--- src/rtl/pd5_pkg.sv ---
// Package: shared constants, level type and pair decode for the
// five-level gate generator. Assumes four complementary pairs per leg.
package pd5_pkg;

    localparam int NUM_PH    = 3;
    localparam int NUM_PAIRS = 4;
    localparam int NUM_CAR   = 4;
    localparam int NUM_SW    = 2 * NUM_PAIRS;

    // Level index: count of carriers the reference exceeds
    typedef enum logic [2:0] {
        LV_NEG2 = 3'd0,
        LV_NEG1 = 3'd1,
        LV_ZERO = 3'd2,
        LV_POS1 = 3'd3,
        LV_POS2 = 3'd4
    } lvl_e;

    // Upper switch of pair p is on when p + level reaches the pair count
    function automatic logic [NUM_PAIRS-1:0] upper_mask(lvl_e l);
        logic [NUM_PAIRS-1:0] m;
        for (int p = 0; p < NUM_PAIRS; p++) begin
            m[p] = (p + int'(l)) >= NUM_PAIRS;
        end
        return m;
    endfunction

endpackage

--- src/rtl/pd5_carrier.sv ---
// Module: shared triangular carrier position.
// Counts from 0 up to the band top by car_inc per clock, clamps at the
// top and reverses, clamps at 0 and reverses. A zero step freezes it.
// Assumes CNT_W-bit position whose all-ones value is the band top.
module pd5_carrier #(
    parameter int CNT_W = 14
) (
    input  logic             clk,
    input  logic             rst_n,
    input  logic [CNT_W-1:0] car_inc,
    output logic [CNT_W-1:0] car_pos
);

    localparam logic [CNT_W:0] TOP_X = {1'b0, {CNT_W{1'b1}}};

    logic             up_q;
    logic [CNT_W-1:0] pos_q;
    logic [CNT_W:0]   sum_up;

    // Purpose: candidate position for the rising slope
    always_comb begin
        sum_up = {1'b0, pos_q} + {1'b0, car_inc};
    end

    // Purpose: advance the triangle and turn at either end
    always_ff @(posedge clk) begin
        if (!rst_n) begin
            pos_q <= '0;
            up_q  <= 1'b1;
        end else if (up_q) begin
            if (sum_up >= TOP_X) begin
                pos_q <= TOP_X[CNT_W-1:0];
                up_q  <= 1'b0;
            end else begin
                pos_q <= sum_up[CNT_W-1:0];
            end
        end else begin
            if (pos_q <= car_inc) begin
                pos_q <= '0;
                up_q  <= 1'b1;
            end else begin
                pos_q <= pos_q - car_inc;
            end
        end
    end

    assign car_pos = pos_q;

endmodule

--- src/rtl/pd5_level_sel.sv ---
// Module: per-phase level selector.
// Builds the four stacked carriers from the shared position, counts the
// carriers the reference strictly exceeds, applies full-scale saturation
// and the neutral override, and registers the level.
// Assumes carrier band height is a quarter of the reference range.
module pd5_level_sel
    import pd5_pkg::*;
#(
    parameter int REF_W = 16,
    parameter int CNT_W = REF_W - 2
) (
    input  logic                    clk,
    input  logic                    rst_n,
    input  logic signed [REF_W-1:0] ref_i,
    input  logic [CNT_W-1:0]        pos_i,
    input  logic                    force_i,
    output lvl_e                    lvl_o
);

    localparam int BAND = 1 << CNT_W;
    localparam logic [REF_W-1:0] REF_MAX = {1'b0, {(REF_W-1){1'b1}}};
    localparam logic [REF_W-1:0] REF_MIN = {1'b1, {(REF_W-1){1'b0}}};

    logic signed [REF_W:0] ref_x;
    logic signed [REF_W:0] car_x [NUM_CAR];
    logic [NUM_CAR-1:0]    above;
    logic [2:0]            cnt;
    lvl_e                  lvl_q;

    assign ref_x = {ref_i[REF_W-1], ref_i};

    // One carrier and one comparator per amplitude band
    for (genvar k = 0; k < NUM_CAR; k++) begin : g_band
        localparam int BASE = -(1 << (REF_W-1)) + k * BAND;
        assign car_x[k] = (REF_W+1)'(BASE) + (REF_W+1)'(pos_i);
        assign above[k] = ref_x > car_x[k];
    end

    // Purpose: count the carriers lying below the reference
    always_comb begin
        cnt = '0;
        for (int k = 0; k < NUM_CAR; k++) begin
            cnt = cnt + 3'(above[k]);
        end
    end

    // Purpose: register the selected level with overrides
    always_ff @(posedge clk) begin
        if (!rst_n) begin
            lvl_q <= LV_ZERO;
        end else if (force_i) begin
            lvl_q <= LV_ZERO;
        end else if (ref_i == REF_MAX) begin
            lvl_q <= LV_POS2;
        end else if (ref_i == REF_MIN) begin
            lvl_q <= LV_NEG2;
        end else begin
            lvl_q <= lvl_e'(cnt);
        end
    end

    assign lvl_o = lvl_q;

endmodule

--- src/rtl/pd5_pair_dt.sv ---
// Module: dead-time stage for one complementary switch pair.
// Tracks which side is on; on a side change the outgoing switch drops at
// once and the incoming one waits dead_cyc cycles. Assumes want_hi is a
// registered signal.
module pd5_pair_dt #(
    parameter int   DT_W   = 8,
    parameter logic RST_HI = 1'b0
) (
    input  logic            clk,
    input  logic            rst_n,
    input  logic            want_hi,
    input  logic [DT_W-1:0] dead_cyc,
    output logic            on_hi,
    output logic            on_lo
);

    logic            side_q;
    logic [DT_W-1:0] wait_q;
    logic            idle;

    // Purpose: follow the wanted side and run the gap counter
    always_ff @(posedge clk) begin
        if (!rst_n) begin
            side_q <= RST_HI;
            wait_q <= '0;
        end else if (want_hi != side_q) begin
            side_q <= want_hi;
            wait_q <= dead_cyc;
        end else if (wait_q != '0) begin
            wait_q <= wait_q - DT_W'(1);
        end
    end

    // Purpose: enable the chosen side only once the gap has run out
    always_comb begin
        idle  = (wait_q == '0);
        on_hi = side_q && idle;
        on_lo = !side_q && idle;
    end

endmodule

--- src/rtl/pd5_gate_gen.sv ---
// Module: three-phase five-level carrier-comparison gate generator (top).
// One shared carrier position feeds a level selector per phase; each
// level is decoded to four pair wants, each passed through a dead-time
// stage. Gate bus bit i is switch S(i+1); pair p is bits p and p+4.
module pd5_gate_gen
    import pd5_pkg::*;
#(
    parameter int REF_W = 16,
    parameter int DT_W  = 8,
    parameter int CNT_W = REF_W - 2
) (
    input  logic                    clk,
    input  logic                    rst_n,
    input  logic [CNT_W-1:0]        car_inc,
    input  logic [DT_W-1:0]         dead_cyc,
    input  logic signed [REF_W-1:0] ref_a,
    input  logic signed [REF_W-1:0] ref_b,
    input  logic signed [REF_W-1:0] ref_c,
    input  logic [NUM_PH-1:0]       force_neu,
    output logic [NUM_SW-1:0]       gate_a,
    output logic [NUM_SW-1:0]       gate_b,
    output logic [NUM_SW-1:0]       gate_c
);

    logic [CNT_W-1:0]        car_pos;
    logic signed [REF_W-1:0] ref_arr  [NUM_PH];
    logic [NUM_SW-1:0]       gate_arr [NUM_PH];
    logic [3*NUM_PH-1:0]     lvl_all;

    assign ref_arr[0] = ref_a;
    assign ref_arr[1] = ref_b;
    assign ref_arr[2] = ref_c;

    pd5_carrier #(.CNT_W(CNT_W)) u_car (
        .clk     (clk),
        .rst_n   (rst_n),
        .car_inc (car_inc),
        .car_pos (car_pos)
    );

    // One selector and four dead-time pairs per phase
    for (genvar g = 0; g < NUM_PH; g++) begin : g_ph
        lvl_e                 lvl;
        logic [NUM_PAIRS-1:0] want;

        pd5_level_sel #(.REF_W(REF_W), .CNT_W(CNT_W)) u_sel (
            .clk     (clk),
            .rst_n   (rst_n),
            .ref_i   (ref_arr[g]),
            .pos_i   (car_pos),
            .force_i (force_neu[g]),
            .lvl_o   (lvl)
        );

        assign want = upper_mask(lvl);
        assign lvl_all[3*g +: 3] = lvl;

        for (genvar p = 0; p < NUM_PAIRS; p++) begin : g_pair
            pd5_pair_dt #(
                .DT_W   (DT_W),
                .RST_HI (p >= NUM_PAIRS / 2)
            ) u_dt (
                .clk      (clk),
                .rst_n    (rst_n),
                .want_hi  (want[p]),
                .dead_cyc (dead_cyc),
                .on_hi    (gate_arr[g][p]),
                .on_lo    (gate_arr[g][p+NUM_PAIRS])
            );
        end
    end

    assign gate_a = gate_arr[0];
    assign gate_b = gate_arr[1];
    assign gate_c = gate_arr[2];

endmodule

--- config.mk ---
export PLATFORM = sky130hd
export DESIGN_NAME = pd5_gate_gen
export DESIGN_NICKNAME = d
export VERILOG_FILES = /design/src/rtl/pd5_pkg.sv /design/src/rtl/pd5_carrier.sv /design/src/rtl/pd5_level_sel.sv /design/src/rtl/pd5_pair_dt.sv /design/src/rtl/pd5_gate_gen.sv
export SDC_FILE = /design/constraint.sdc
export NUM_CORES = 1
export LEC_CHECK = 0
export CORE_ASPECT_RATIO = 0.8
export CORE_MARGIN = 2
export CORE_UTILIZATION = 50
export CTS_BUF_LIST = sky130_fd_sc_hd__clkbuf_8
export DETAILED_ROUTE_END_ITERATION = 7
export PLACE_DENSITY = 0.75
export SETUP_SLACK_MARGIN = 0.3
export SKIP_CTS_REPAIR_TIMING = 1
export SYNTH_ARGS = -nofsm -noshare
export SYNTH_HDL_FRONTEND = slang
export SYNTH_SLANG_ARGS = --single-unit
--- constraint.sdc ---
create_clock -name clk -period 3.5 [get_ports clk]
set_clock_uncertainty 0.05 [all_clocks]
set_input_delay 0.7 -clock clk [delete_from_list [all_inputs] [get_ports clk]]
set_output_delay 0.7 -clock clk [all_outputs]
set_load 0.02 [all_outputs]
# Yosys cells after proc, flatten, opt, wreduce, memory -nomap -nowiden
# Index checks and enable logic that the tools add are counted.
[totals]
ff_bits = 132
latch_bits = 0
ram_bits = 0
rom_bits = 0
in_bits = 75
memories = 0
[classes]
n_addsub = 35
mul = 0
n_div = 0
order_cmp = 26
eq_ne = 18
shifts = 0
n_mux = 36
bitwise_logic = 1
reduce_logical = 78
[op_table]
columns = ["op", "n"]
rows = [
  ["$mux 8", 24],
  ["$gt 16x17->1", 6],
  ["$logic_not 8->1", 12],
  ["$reduce_bool 8->1", 12],
  ["$sub 8x1->8 const B", 12],
  ["$eq 16x15->1 const B", 3],
  ["$eq 16x16->1 const B", 3],
  ["$gt 16x15->1", 3],
  ["$gt 16x16->1", 3],
  ["$mux 14", 3],
  ["$ge 4x3->1 const B", 9],
  ["$add 2x3->4 const A", 6],
  ["$logic_and 1x1->1", 24],
  ["$reduce_bool 2->1", 12],
  ["$add 3x1->3", 6],
  ["$mux 3", 6],
  ["$add 16x15->17 const A", 1],
  ["$add 15x14->16 const A", 1],
  ["$add 15x15->16 const A", 1],
  ["$add 14x14->15", 1],
  ["$ge 15x14->1 const B", 1],
  ["$le 14x14->1", 1],
  ["$sub 14x14->14", 1],
  ["$add 1x3->4 const A", 3],
  ["other kinds (8)", 40],
]

# Logic depth before layout (Yosys ltp)
[depth]
ltp_word = 7
ltp_mapped = 15

# By module
# Synthesis repeated with hierarchy kept, for this count alone.
[hier_totals]
hier_cells = 1283
hier_area_um2 = 10747.8
[by_module_without_submodules]
columns = ["module", "instances", "cells_per_inst", "area_each_um2", "seq_area_each_um2"]
rows = [
  ["pd5_pair_dt", 12, 58, 525.5, 180.2],
  ["pd5_carrier", 1, 302, 2279.7, 300.3],
  ["pd5_level_sel", 3, 88, 674.4, 60.1],
  ["pd5_gate_gen", 1, 21, 138.9, 0.0],
]

# Least setup slack after synthesis
# OpenSTA, ideal clock, no wires.
[synth_timing]
path_kind = "input -> register"
from = "input car_inc[0]"
to = "register u_car.up_q"
setup_time_ns = 0.120
t_arrival_ns = 3.203
slack_ns = 0.127
path_stages = 13
path_buffers = 2
cell_sequence = "ha_1 inv_1 fa_1 o21bai_4 a21oi_4 xnor2_1 or4_1 a2111oi_0 and4_1 buf_6 buf_12 nor2_2 or2_1"
[synth_via]
elab_chain_cells = 4
elab_cells_between_ends = 6
cone_classes = "add/sub (1); order compare (2); mux (3)"
[synth_lines]
columns = ["item", "line", "rtl"]
rows = [
  ["start, declared", "pd5_gate_gen.sv:14", "input logic [CNT_W-1:0] car_inc,"],
  ["$add 14x14->15", "pd5_carrier.sv:22", "sum_up = {1'b0, pos_q} + {1'b0, car_inc};"],
  ["$ge 15x14->1", "pd5_carrier.sv:31", "if (sum_up >= TOP_X) begin"],
  ["$mux 1", "pd5_carrier.sv:31", ""],
  ["$mux 1 (*)", "pd5_carrier.sv:30", "end else if (up_q) begin"],
  ["end signal, assigned", "pd5_carrier.sv:29", "up_q <= 1'b1;"],
  ["end signal, assigned", "pd5_carrier.sv:33", "up_q <= 1'b0;"],
  ["end signal, assigned", "pd5_carrier.sv:40", "up_q <= 1'b1;"],
  ["end, declared", "pd5_carrier.sv:16", "logic up_q;"],
]
# Every way passes the cells marked *; elsewhere a longest branch is shown, timed or not.
# A chain may end at the register's enable or synchronous reset.

# Final worst setup path
[layout_timing]
from = "input car_inc[10]"
to = "register u_car.pos_q[7] (netlist: u_car.car_pos[7])"
[layout_via]
elab_chain_cells = 4
elab_cells_between_ends = 6
cone_classes = "add/sub (1); order compare (2); mux (3)"
[layout_lines]
columns = ["item", "line", "rtl"]
rows = [
  ["$add 14x14->15", "pd5_carrier.sv:22", ""],
  ["$ge 15x14->1", "pd5_carrier.sv:31", ""],
  ["$mux 14", "pd5_carrier.sv:31", ""],
  ["$mux 14 (*)", "pd5_carrier.sv:30", ""],
  ["end signal, assigned", "pd5_carrier.sv:32", "pos_q <= TOP_X[CNT_W-1:0];"],
  ["end signal, assigned", "pd5_carrier.sv:35", "pos_q <= sum_up[CNT_W-1:0];"],
  ["end signal, assigned", "pd5_carrier.sv:42", "pos_q <= pos_q - car_inc;"],
  ["end, declared", "pd5_carrier.sv:17", "logic [CNT_W-1:0] pos_q;"],
]
# Marks and branches as above.

==> flow_summary.ini <==
[worst_setup_path]
r2r-start = u_car.car_pos[9]
cp-endpoint = u_car.car_pos[7]
worstReg2RegEnd = g_ph[2].u_sel.lvl_o[1]
rrSetupSlack_ns = 0.41
crit_start = car_inc[10]
crit_path_max_incr_delay_ns = 0.52
slowest_stage = a2111oi_0
timing.critical_path.buf_inv = 5
cp-end-kind = flip-flop
worstPathMaxFanout = 14
crit_type = input port to flip-flop
reg2reg_depth = 14
cp.depth = 13
timing.critical_path.mode_cell = buf_4
cp.required_ns = 3.77
path_delay_family = compound AO/OA/AOI/OAI gates
cp.arrival_ns = 3.44
crit_path_start_kind = input port
crit_chain = clkdlybuf4s50_1 > inv_1 > ha_1 > buf_4 > buf_4 > a21o_1 > a21oi_1 > o21ai_1 > a2111oi_0 > or3_4 > buf_12 > a211o_1 > o32ai_1

[timing]
drv_slew = 0
tightest_slew_ns = 1.194
fmax_mhz = 315.6
final-setup-viol-count = 0
final-hold-violation-count = 0
rsz0062_at_grt = true
period_needed_ns = 3.169
slew_headroom_pct = 19.85
min_period_over_period_pct = 90.54

[synthesis]
yosysWarnings = 0
postSynthAreaPerCell_um2 = 7.853
synthesis.instances = 1277
synthArstFlopShare_pct = 0
ys_types = 71
ys.flop_type = dfxtp_1
ys_seq_elements = 132
synth-edff-count = 0
synth-seq-area-share_pct = 26.35
synth_area_um2 = 10030
synthesis.nets = 1445

[routing]
firstDrtPassIters = 5
ant_nets = 0
wl_mm = 27.96
drc = 0
drt-initial-drc-count = 727
wl_per_cell_um = 16.23
num_vias = 9761
avgViaCountPerCell = 5.665

[cells_and_area]
drive_above_1_share_pct = 16.18
final_util_pct = 64.66
layout.nets = 1614
final_cells = 1723
antenna_cells = 0
syn2layout_area_growth_pct = 27.29

[placed_design]
gp_congestion = 0.9265
port_buffers = 98
place_inst = 1686
hpwl_mm = 20.35

[floorplanning]
die_h_um = 130.7
start_util_pct = 50.80
rows = 46
core_um2 = 19740
die_area_um2 = 21210
ios = 99
die_w_um = 162.3

[clock_tree]
path_clk_slew_ns = 0.08
cts_sinks = 132
cts_made_buffers = 17
clockRootBuffer = clkbuf_8
cts_tree = yes
htree_levels = 4
clk_path_buf_depth = 2
clk-insertion-delay-late_ns = 0.45

[global_routing]
grt_use_total_pct = 26.21
grt_start_max_net_pins = 65
grt_pass1_vias = 9190
grt_pass1_wl_mm = 44.82
antenna_found_initial = 0
grt.overflow.total = 0

[power_and_ir_drop]
ir_drop_v = 0.0004056
p_per_area_nw_per_um2 = 858.6
p_leak_nw = 5.954

[job]
cap_violations = 0

[worst_hold_path]
hp-class = flip-flop to flip-flop

[run_status]
outcome = finished, final reports clean
-- flip-flops by register name (all words and copies together), names as in the netlist --
signal and count:
u_car.up_q 1, g_ph.u_sel.lvl_o 9, u_car.car_pos 14, g_ph.g_pair.u_dt.side_q 12
g_ph.g_pair.u_dt.wait_q 96
-- cell usage in the layout, fill, tap and decap left out, drive strengths merged, types with 38 or more instances in the layout --
master	instances
dlymetal6s2s	40
clkdlybuf4s50	56
and2	43
nor3	59
nand2	106
inv	85
nor2	100
o21ai	65
ha	88
dfxtp	132
a21oi	72
xnor2	38
buf	123
nor2b	54
-- metrics by stage --
step / instance area [µm²] / hold WS [ns] / setup TNS, ns / worst slack, ns / power (W)
2_1_floorplan: 10040 / 0.3921 / 0 / 0.2765 / 0.007296
3_3_place_gp: 11850 / 0.4143 / -6.096 / -0.4804 / 0.008959
3_5_place_dp: 11850 / 0.4067 / -7.260 / -0.5283 / 0.009163
4_1_cts: 12260 / 0.4290 / -0.1971 / -0.05264 / 0.01055
5_1_grt: 12760 / 0.4527 / 0 / 0.2140 / 0.01193
6_report: 12760 / 0.4265 / 0 / 0.3310 / 0.01096
-- cells in the mapped netlist, drive strengths merged, types with 5 or more instances --
cell,instances,area share [%]
a211o,8,0.70
a211oi,15,1.2
a21o,16,1.2
a21oi,72,3.7
a31oi,12,0.75
and2,43,2.7
and3,6,0.37
buf,31,2.5
clkbuf,39,1.5
dfxtp,132,26
fa,5,1.0
ha,88,11
inv,77,2.9
mux2i,10,1.0
nand2,106,4.0
nand2b,20,1.2
nand3,32,1.6
nand4,22,1.4
nor2,100,3.8
nor2b,54,3.4
nor3,59,2.9
nor3b,12,0.90
nor4,27,1.7
o211a,35,3.5
o211ai,24,1.8
o21ai,65,3.2
o31ai,21,1.6
o32ai,5,0.44
or2,10,0.62
or3,10,0.62
or4,20,1.5
xnor2,38,3.3
xor2,17,1.5
-- power by group --
part	switching [W]	internal (W)	leakage, nW	total, W
clock network	0.000679	0.000654	0.203	0.00133
registers	0.000583	0.00209	1.09	0.00268
logic	0.00365	0.00330	4.66	0.00695
-- logic make-up (layout without fill, tap and decap cells) --
kind of cell,Yosys count,in the layout,synth area share [%]
adders and majority gates,93,93,11.98
DFF,132,132,26.35
AOI/OAI and AO/OA,310,310,21.55
xor gates and xnor gates,55,55,4.803
muxes,11,11,1.110
and+or+nand+nor,529,529,27.40
buffers and inverters,147,329,6.812
-- cell type report --
| class | instances | area, µm² |
|---|---|---|
| multi-input combinational | 998 | 7054 |
| inverter | 77 | 291.5 |
| tap | 264 | 330.3 |
| sequential | 132 | 2651 |
| clock inverter | 15 | 171.4 |
| timing repair buffer | 220 | 2032 |
| fill | 1666 | 6977 |
| clock buffer | 17 | 234.0 |
-- metal layers --
layer,share of wire (%),track usage [%]
met2,44,41.25
met3,7.1,5.114
met1,47,36.77
met5,0,0
met4,2.1,7.392
-- worst min path at each step --
| stage | startpoint | to | slack (ns) | depth (start not counted) |
|---|---|---|---|---|
| after CTS | g_ph[0].u_sel.lvl_o[0] | g_ph[0].g_pair[3].u_dt.side_q | 0.43 | 1 |
| after global routing | g_ph[0].u_sel.lvl_o[0] | g_ph[0].g_pair[3].u_dt.side_q | 0.45 | 1 |
| after floorplan | g_ph[0].u_sel.lvl_o[0] | g_ph[0].g_pair[3].u_dt.side_q | 0.39 | 1 |
| final | g_ph[0].u_sel.lvl_o[0] | g_ph[0].g_pair[3].u_dt.side_q | 0.43 | 1 |
| after global placement | g_ph[0].u_sel.lvl_o[0] | g_ph[0].g_pair[3].u_dt.side_q | 0.41 | 1 |
| after detailed placement | g_ph[0].u_sel.lvl_o[0] | g_ph[0].g_pair[3].u_dt.side_q | 0.41 | 1 |
No activity file was read; power rests on OpenSTA's default activity.
